[config.mk]
export PLATFORM = sky130hd
export DESIGN_NAME = core_mem_ctrl
export DESIGN_NICKNAME = d
export VERILOG_FILES = /design/src/rtl/core_pkg.sv /design/src/rtl/core_line_decode.sv /design/src/rtl/core_phase_seq.sv /design/src/rtl/core_word_path.sv /design/src/rtl/core_mem_ctrl.sv
export SDC_FILE = /design/constraint.sdc
export NUM_CORES = 1
export LEC_CHECK = 0
export CAP_MARGIN = 20
export CORE_MARGIN = 1
export CORE_UTILIZATION = 35
export DETAILED_ROUTE_END_ITERATION = 6
export DONT_BUFFER_PORTS = 1
export PLACE_DENSITY = 0.59
export SYNTH_ARGS = -nofsm -noshare
export SYNTH_HDL_FRONTEND = slang
export SYNTH_SLANG_ARGS = --single-unit
[constraint.sdc]
create_clock -name clk -period 3.2 [get_ports clk]
set_input_delay 0.16 -clock clk [delete_from_list [all_inputs] [get_ports clk]]
set_output_delay 0.16 -clock clk [all_outputs]
set_load 0.02 [all_outputs]
[src/rtl/core_pkg.sv]
package core_pkg;

    localparam int WORD_W    = 12;
    localparam int ADDR_W    = 12;
    localparam int GRP_W     = 3;
    localparam int LINE_BITS = ADDR_W / 2;
    localparam int LINES     = 1 << LINE_BITS;

    typedef enum logic [2:0] {
        PH_IDLE,
        PH_STROBE,
        PH_LATCH,
        PH_SETUP,
        PH_SET,
        PH_DONE
    } phase_e;

    typedef struct packed {
        logic              wr;
        logic [ADDR_W-1:0] addr;
        logic [WORD_W-1:0] wdata;
    } core_req_t;

    function automatic logic phase_drives(input phase_e ph);
        return (ph == PH_STROBE) || (ph == PH_SET);
    endfunction

    function automatic logic phase_inhibits(input phase_e ph);
        return (ph == PH_SETUP) || (ph == PH_SET);
    endfunction

endpackage

[src/rtl/core_line_decode.sv]
module core_line_decode
    import core_pkg::*;
(
    input  logic                 en,
    input  logic [LINE_BITS-1:0] code,
    output logic [LINES-1:0]     lines
);
    localparam int NGRP = LINE_BITS / GRP_W;
    localparam int GVAL = 1 << GRP_W;
    localparam int HALF = GVAL / 2;

    logic [GVAL-1:0] grp_hot [NGRP];

    for (genvar g = 0; g < NGRP; g++) begin : g_grp
        logic [GRP_W-1:0] s;
        assign s = code[g*GRP_W +: GRP_W];
        for (genvar h = 0; h < 2; h++) begin : g_half
            logic half_en;
            assign half_en = en && (s[GRP_W-1] == h[0]);
            for (genvar v = 0; v < HALF; v++) begin : g_val
                assign grp_hot[g][h*HALF + v] = half_en && (s[GRP_W-2:0] == v[GRP_W-2:0]);
            end
        end
    end

    for (genvar hi = 0; hi < GVAL; hi++) begin : g_hi
        for (genvar lo = 0; lo < GVAL; lo++) begin : g_lo
            assign lines[hi*GVAL + lo] = grp_hot[1][hi] && grp_hot[0][lo];
        end
    end
endmodule

[src/rtl/core_phase_seq.sv]
module core_phase_seq
    import core_pkg::*;
#(
    parameter int PH = 2
) (
    input  logic   clk,
    input  logic   rst,
    input  logic   req_valid,
    output logic   accept,
    output phase_e phase
);
    localparam int CW = (PH > 1) ? $clog2(PH) : 1;
    localparam logic [CW-1:0] LAST = CW'(PH - 1);

    logic [CW-1:0] cnt;
    logic          phase_end;

    assign accept    = (phase == PH_IDLE) && req_valid;
    assign phase_end = (cnt == LAST);

    always_ff @(posedge clk) begin
        if (rst) begin
            phase <= PH_IDLE;
            cnt   <= '0;
        end else begin
            unique case (phase)
                PH_IDLE: begin
                    cnt <= '0;
                    if (req_valid) phase <= PH_STROBE;
                end
                PH_STROBE, PH_LATCH, PH_SETUP, PH_SET: begin
                    if (phase_end) begin
                        cnt   <= '0;
                        phase <= phase_e'(phase + 3'd1);
                    end else begin
                        cnt <= cnt + 1'b1;
                    end
                end
                PH_DONE: phase <= PH_IDLE;
                default: phase <= PH_IDLE;
            endcase
        end
    end
endmodule

[src/rtl/core_word_path.sv]
module core_word_path
    import core_pkg::*;
(
    input  logic              clk,
    input  logic              rst,
    input  logic              accept,
    input  core_req_t         req_in,
    input  phase_e            phase,
    input  logic [WORD_W-1:0] sense,
    output core_req_t         held,
    output logic [WORD_W-1:0] mbr,
    output logic [WORD_W-1:0] inhibit
);
    logic [WORD_W-1:0] restore_word;

    always_ff @(posedge clk) begin
        if (rst) begin
            held <= '0;
            mbr  <= '0;
        end else if (accept) begin
            held <= req_in;
            mbr  <= '0;
        end else if (phase == PH_STROBE || phase == PH_LATCH) begin
            mbr <= mbr | sense;
        end
    end

    assign restore_word = held.wr ? held.wdata : mbr;
    assign inhibit      = phase_inhibits(phase) ? ~restore_word : '0;
endmodule

[src/rtl/core_mem_ctrl.sv]
module core_mem_ctrl
    import core_pkg::*;
#(
    parameter int PH = 2
) (
    input  logic        clk,
    input  logic        rst,
    input  logic        req_valid,
    input  logic        req_write,
    input  logic [11:0] req_addr,
    input  logic [11:0] req_wdata,
    input  logic [11:0] sense,
    output logic        busy,
    output logic        done,
    output logic [11:0] rd_data,
    output logic [63:0] x_sel,
    output logic [63:0] y_sel,
    output logic        drive_clear,
    output logic        drive_set,
    output logic [11:0] inhibit
);
    phase_e    phase;
    logic      accept;
    core_req_t req_in;
    core_req_t held;
    logic      sel_en;

    assign req_in = '{wr: req_write, addr: req_addr, wdata: req_wdata};

    core_phase_seq #(.PH(PH)) u_seq (
        .clk       (clk),
        .rst       (rst),
        .req_valid (req_valid),
        .accept    (accept),
        .phase     (phase)
    );

    core_word_path u_path (
        .clk     (clk),
        .rst     (rst),
        .accept  (accept),
        .req_in  (req_in),
        .phase   (phase),
        .sense   (sense),
        .held    (held),
        .mbr     (rd_data),
        .inhibit (inhibit)
    );

    assign sel_en = phase_drives(phase);

    core_line_decode u_xdec (
        .en    (sel_en),
        .code  (held.addr[LINE_BITS-1:0]),
        .lines (x_sel)
    );

    core_line_decode u_ydec (
        .en    (sel_en),
        .code  (held.addr[ADDR_W-1:LINE_BITS]),
        .lines (y_sel)
    );

    assign drive_clear = (phase == PH_STROBE);
    assign drive_set   = (phase == PH_SET);
    assign busy        = (phase != PH_IDLE);
    assign done        = (phase == PH_DONE);
endmodule

# Word level (Yosys, flattened, before mapping)
# Cells that the tools add are included.
# word_totals
register_bits	41
in_bits	40
wordCells	222
out_inout_bits	156
# classes
addsub	2
mux	7
reduce_logical	182
n_eq_ne	19
bitwise_logic	6
# op_table
operator	count
1-bit logical AND	169
12-bit 2-to-1 mux	2
2-bit equality test, second input constant	8
12-bit NOT	1
12-bit OR	1
2-bit by 1-bit equality test with 1-bit output, second input constant	4
2-bit zero test	4
3-bit by 2-bit equality test with 1-bit output, second input constant	2
3-bit equality test, second input constant	2
3-bit 2-to-1 mux	2
3-bit case mux with 2 select lines	1
1-bit NOT	4
4-bit OR reduction	1
3-bit by 1-bit adder with 3-bit output, second input constant	1
3-bit by 1-bit equality test with 1-bit output, second input constant	1
3-bit zero test	1
1-bit logical OR	3
3-bit nonzero test	1
2-bit by 1-bit inequality test with 1-bit output, second input constant	1
2-bit inequality test, second input constant	1
1-bit case mux with 2 select lines	1
2-bit AND reduction	1
2-bit nonzero test	1
2-bit OR reduction	1
other kinds (2)	2

# Logic depth before layout (Yosys ltp)
# depth
ltp_word	5
depth_mapped	7
ltp_nobuf	5

# Hierarchy
# A second synthesis with hierarchy kept.
# hier_totals
cells_unflattened	382
hier_area_um2	2966.6
# modules_own_cells
module	cells_each	instances	seq_area_each_um2	area_per_inst_um2
core_word_path	154	1	740.7	1662.8
core_line_decode	95	2	0.0	490.5
core_phase_seq	32	1	80.1	279.0
core_mem_ctrl	6	1	0.0	43.8

# Worst setup path before layout
# OpenSTA, ideal clock, no wires.
# synth_path
kind	register to output
start	register u_seq.phase[2]
end	output inhibit[10]
path_stages_with_launch	7
required_time_ps	3040
setup_slack_ps	1367
n_path_buf	2
t_arrival_ps	1673
path_cell_list	dfxtp_1 -> clkbuf_2 -> inv_1 -> ha_1 -> a21oi_1 -> clkbuf_1 -> a211oi_1
# synth_between
elab_chain_len	3
elab_cells_between_ends	4
cone_classes	2 x eq/ne; 1 x mux; 1 x reduce/logical
# synth_rtl
item	line_no	source
start, declared	core_phase_seq.sv:10	output phase_e phase
start signal, assigned	core_phase_seq.sv:34	phase <= phase_e'(phase + 3'd1);
3-bit by 2-bit equality test with 1-bit output or 3-bit equality test (tied branches)	core_pkg.sv:29	return (ph == PH_SETUP) || (ph == PH_SET);
1-bit logical OR (*)	core_pkg.sv:29	
12-bit 2-to-1 mux (*)	core_word_path.sv:29	assign inhibit = phase_inhibits(phase) ? ~restore_word : '0;
end, declared	core_mem_ctrl.sv:20	output logic [11:0] inhibit
# Mark *: on every way between the ends. The rest lies on a longest branch, timed or not.

# Worst setup path after layout
# layout_path
start	register u_seq.phase[0]
end	output y_sel[7]
# layout_between
elab_chain_len	5
elab_cells_between_ends	8
cone_classes	2 x eq/ne; 6 x reduce/logical
# layout_rtl
item	line_no	source
3-bit by 1-bit equality test with 1-bit output or 3-bit equality test (tied branches)	core_pkg.sv:25	return (ph == PH_STROBE) || (ph == PH_SET);
1-bit logical OR (*)	core_pkg.sv:25	
1-bit logical AND	core_line_decode.sv:19	assign half_en = en && (s[GRP_W-1] == h[0]);
1-bit logical AND	core_line_decode.sv:21	assign grp_hot[g][h*HALF + v] = half_en && (s[GRP_W-2:0] == v[GRP_W-2:0]);
1-bit logical AND (*)	core_line_decode.sv:28	assign lines[hi*GVAL + lo] = grp_hot[1][hi] && grp_hot[0][lo];
end, declared	core_mem_ctrl.sv:17	output logic [63:0] y_sel,
# Marked as above.

==> flow_summary.ini <==
[clock_network]
clock-sinks = 41
cts_tree = yes
cts_buffers = 5
cts_buffer_depth = 2
cts_resized = 0
post_cts_buffers = 0
clk_latency_ns = 0.29
root_buffer = clkbuf_8
h-tree-depth = 2
hold_buffers = 15
clk_pin_slew_worst_paths_ns = 0.08

[worst_setup_path]
path_buf_inv = 1
r2r-start = u_seq.phase[0]
slowest_stage = mux2_4
cp-end-kind = output port
crit_required_ns = 3.04
ff2ff_setup_slack_ns = 0.62
path_class = register to output port
reg2reg_depth = 6
crit_fanout = 32
r2r-end = u_path.held[10]
cp.arrival_ns = 2.71
cpLargestDelayFamily = simple AND/OR/NAND/NOR gates
crit_path_max_incr_delay_ns = 0.61
critPathLaunchType = register
crit_chain = inv_1 > ha_1 > mux2_4 > nand4_1 > nor2_1

[timing]
grt_setup_unrepaired = false
fin_crit_sh_pct = 89.8
slew_viol_final = 0
fin_setup_tns_ns = 0
worst_clock_skew_ns = 0.00713
min_period_ns = 2.87
finalSetupViolCount = 0
tightest_slew_ns = 0.951
final_hold_viol_count = 0
max_slew_margin_pct = 36.6
hold_ws_ns = 0.00826
fmax_mhz = 348

[yosys]
syn-num-nets = 443
synth.distinct_cells = 37
synth_area_um2 = 2780
syn_area_per_cell_um2 = 6.98
synth_seq_cells = 41
yosys_warnings = 0
synth-seq-area-share_pct = 29.6
synthCells = 398

[grt]
overflow = 0
grtUsageTotal_pct = 19.1
antenna_found_initial = 0
grt_pass1_wl_mm = 12.6
grt_max_degree = 33
grt_pass1_vias = 2406

[place]
portBuffers = 0
postPlaceCellArea_um2 = 2810
globalplace.congestion = 0.778
hpwl_mm = 6.31

[routing]
route.detailed.drc = 0
drt-wirelength-per-cell_um = 17.2
vias = 2876
antenna_left = 0
via_per_inst = 5.68
drt-initial-drc-count = 209
drtPass1Iterations = 6
drt_wl_total_mm = 8.72

[worst_hold_path]
min-delay-path-class = primary input to register
worstHoldPathCells = 2
hold_end = u_path.held[14]
min_from = req_addr[2]

[die]
start_util_pct = 36.1
die_area_um2 = 8290
rows = 32
die_w_um = 91.1
pin_count = 196
core-area_um2 = 7690
fp.dieH_um = 91.1

[power_and_ir_drop]
irDropWorstVdd_mv = 0.378
power.density_nw_per_um2 = 487
p_seq_share_pct = 44.8
p_switching_w = 0.000614
p_clk_share_pct = 22.2
internal-power_w = 0.000882
swShare_pct = 41.0
leakage_nw = 1.04
comb_power_share_pct = 33.0

[run_status]
status = finished clean

[final_layout]
post-route-util_pct = 40.0
diodes = 0
fin_area_um2 = 3070
areaGrowthSynthToFinish_pct = 10.7
layout.nets = 448
drive_gt1_share_pct = 11.4

[run]
cap_violations = 0
## layer usage
layer	share of wire, %	vias up	track usage, %
li1	-	1320	-
met5	0	-	0
met1	41	1341	22.9
met4	2.0	0	5.69
met3	9.9	24	5.78
met2	47	191	33.0
## per-stage QoR
stage | total power, W | worst slack (ns) | instances
2_1_floorplan | 0.00108 | 1.37 | 398
3_3_place_gp | 0.00113 | 0.830 | 481
3_5_place_dp | 0.00115 | 0.692 | 481
4_1_cts | 0.00151 | 0.363 | 504
5_1_grt | 0.00158 | 0.228 | 506
6_report | 0.00150 | 0.326 | 506
## final cells by class
cell class,count,area [µm²]
timing repair buffer,20,198
multi-input combinational,332,1830
tap,102,128
sequential,41,821
clock inverter,2,15.0
clock buffer,6,72.6
inverter,3,11.3
fill,836,4610
## power groups by stage
stage	registers, W	logic, W	clock network, W
global route	0.000681	0.000541	0.000362
finish	0.000670	0.000494	0.000332
CTS	0.000669	0.000493	0.000345
global placement	0.000678	0.000455	0
floorplan	0.000646	0.000436	0
detailed placement	0.000681	0.000469	0
## kinds of logic after synthesis
group,Yosys count,synth area share (%)
AND/OR/NAND/NOR,267,50.1
AO/OA/AOI/OAI,59,13.0
flip-flops,41,29.6
buffers and inverters,25,4.55
adder cells (fa/ha/maj),5,2.25
multiplexers,1,0.541
## synth_stat cells, drive strengths merged
cell	instances	area, µm²
a32o	1	10.0
nand2	50	188
a21oi	39	195
nand4b	4	95.1
buf	11	72.6
o21ba	1	10.0
dfxtp	41	821
or2	1	6.26
nor2b	21	131
a211oi	12	90.1
nor2	146	548
nor3b	1	7.51
o221ai	1	15.0
o21ai	2	10.0
mux2	1	15.0
or3b	1	8.76
and3	1	6.26
nand3	12	120
clkbuf	11	42.5
a21boi	1	7.51
and2	3	18.8
and3b	1	8.76
nand4	4	55.1
a2111oi	1	15.0
nand2b	3	18.8
or4	1	7.51
nor4	1	6.26
ha	5	62.6
nor3	3	15.0
inv	3	11.3
o31ai	1	7.51
nand3b	14	150
## worst reg2reg max path, cell delays in order (launching register included)
cell and delay [ns]:
dfxtp_1 0.34, inv_1 0.13, ha_1 0.38, and3b_1 0.86
nand2_1 0.12, a21oi_1 0.14, dlygate4sd3_1 0.55
## how the worst max path moves through the flow
stage	depth (start not counted)	startpoint	end
floorplan	6	u_seq.phase[2]	inhibit[10]
global placement	5	u_seq.phase[0]	y_sel[7]
detailed placement	5	u_seq.phase[0]	y_sel[7]
CTS	5	u_seq.phase[0]	y_sel[7]
global route	5	u_seq.phase[0]	y_sel[55]
finish	5	u_seq.phase[0]	y_sel[7]
## layout by cell type (no fill, tap or decap), types with 2 or more instances in the layout
master / n
nand3b_2: 12
nand4_4: 2
nand3_2: 12
dlygate4sd3_1: 16
nand2b_1: 3
a21oi_1: 39
a211oi_1: 12
nand3b_1: 2
dfxtp_1: 41
clkinvlp_4: 2
buf_4: 3
inv_1: 3
clkbuf_8: 5
nand4_1: 2
nand4b_4: 4
nor2_1: 146
ha_1: 5
nand2_1: 50
nor3_1: 3
o21ai_0: 2
nor2b_1: 21
and2_1: 3
## registers in the layout, indices dropped and copies added, names as in the netlist
name         count
u_path.held     25
u_seq.cnt        1
u_seq.phase      3
u_path.mbr      12
(Power assumes the default switching activity.)
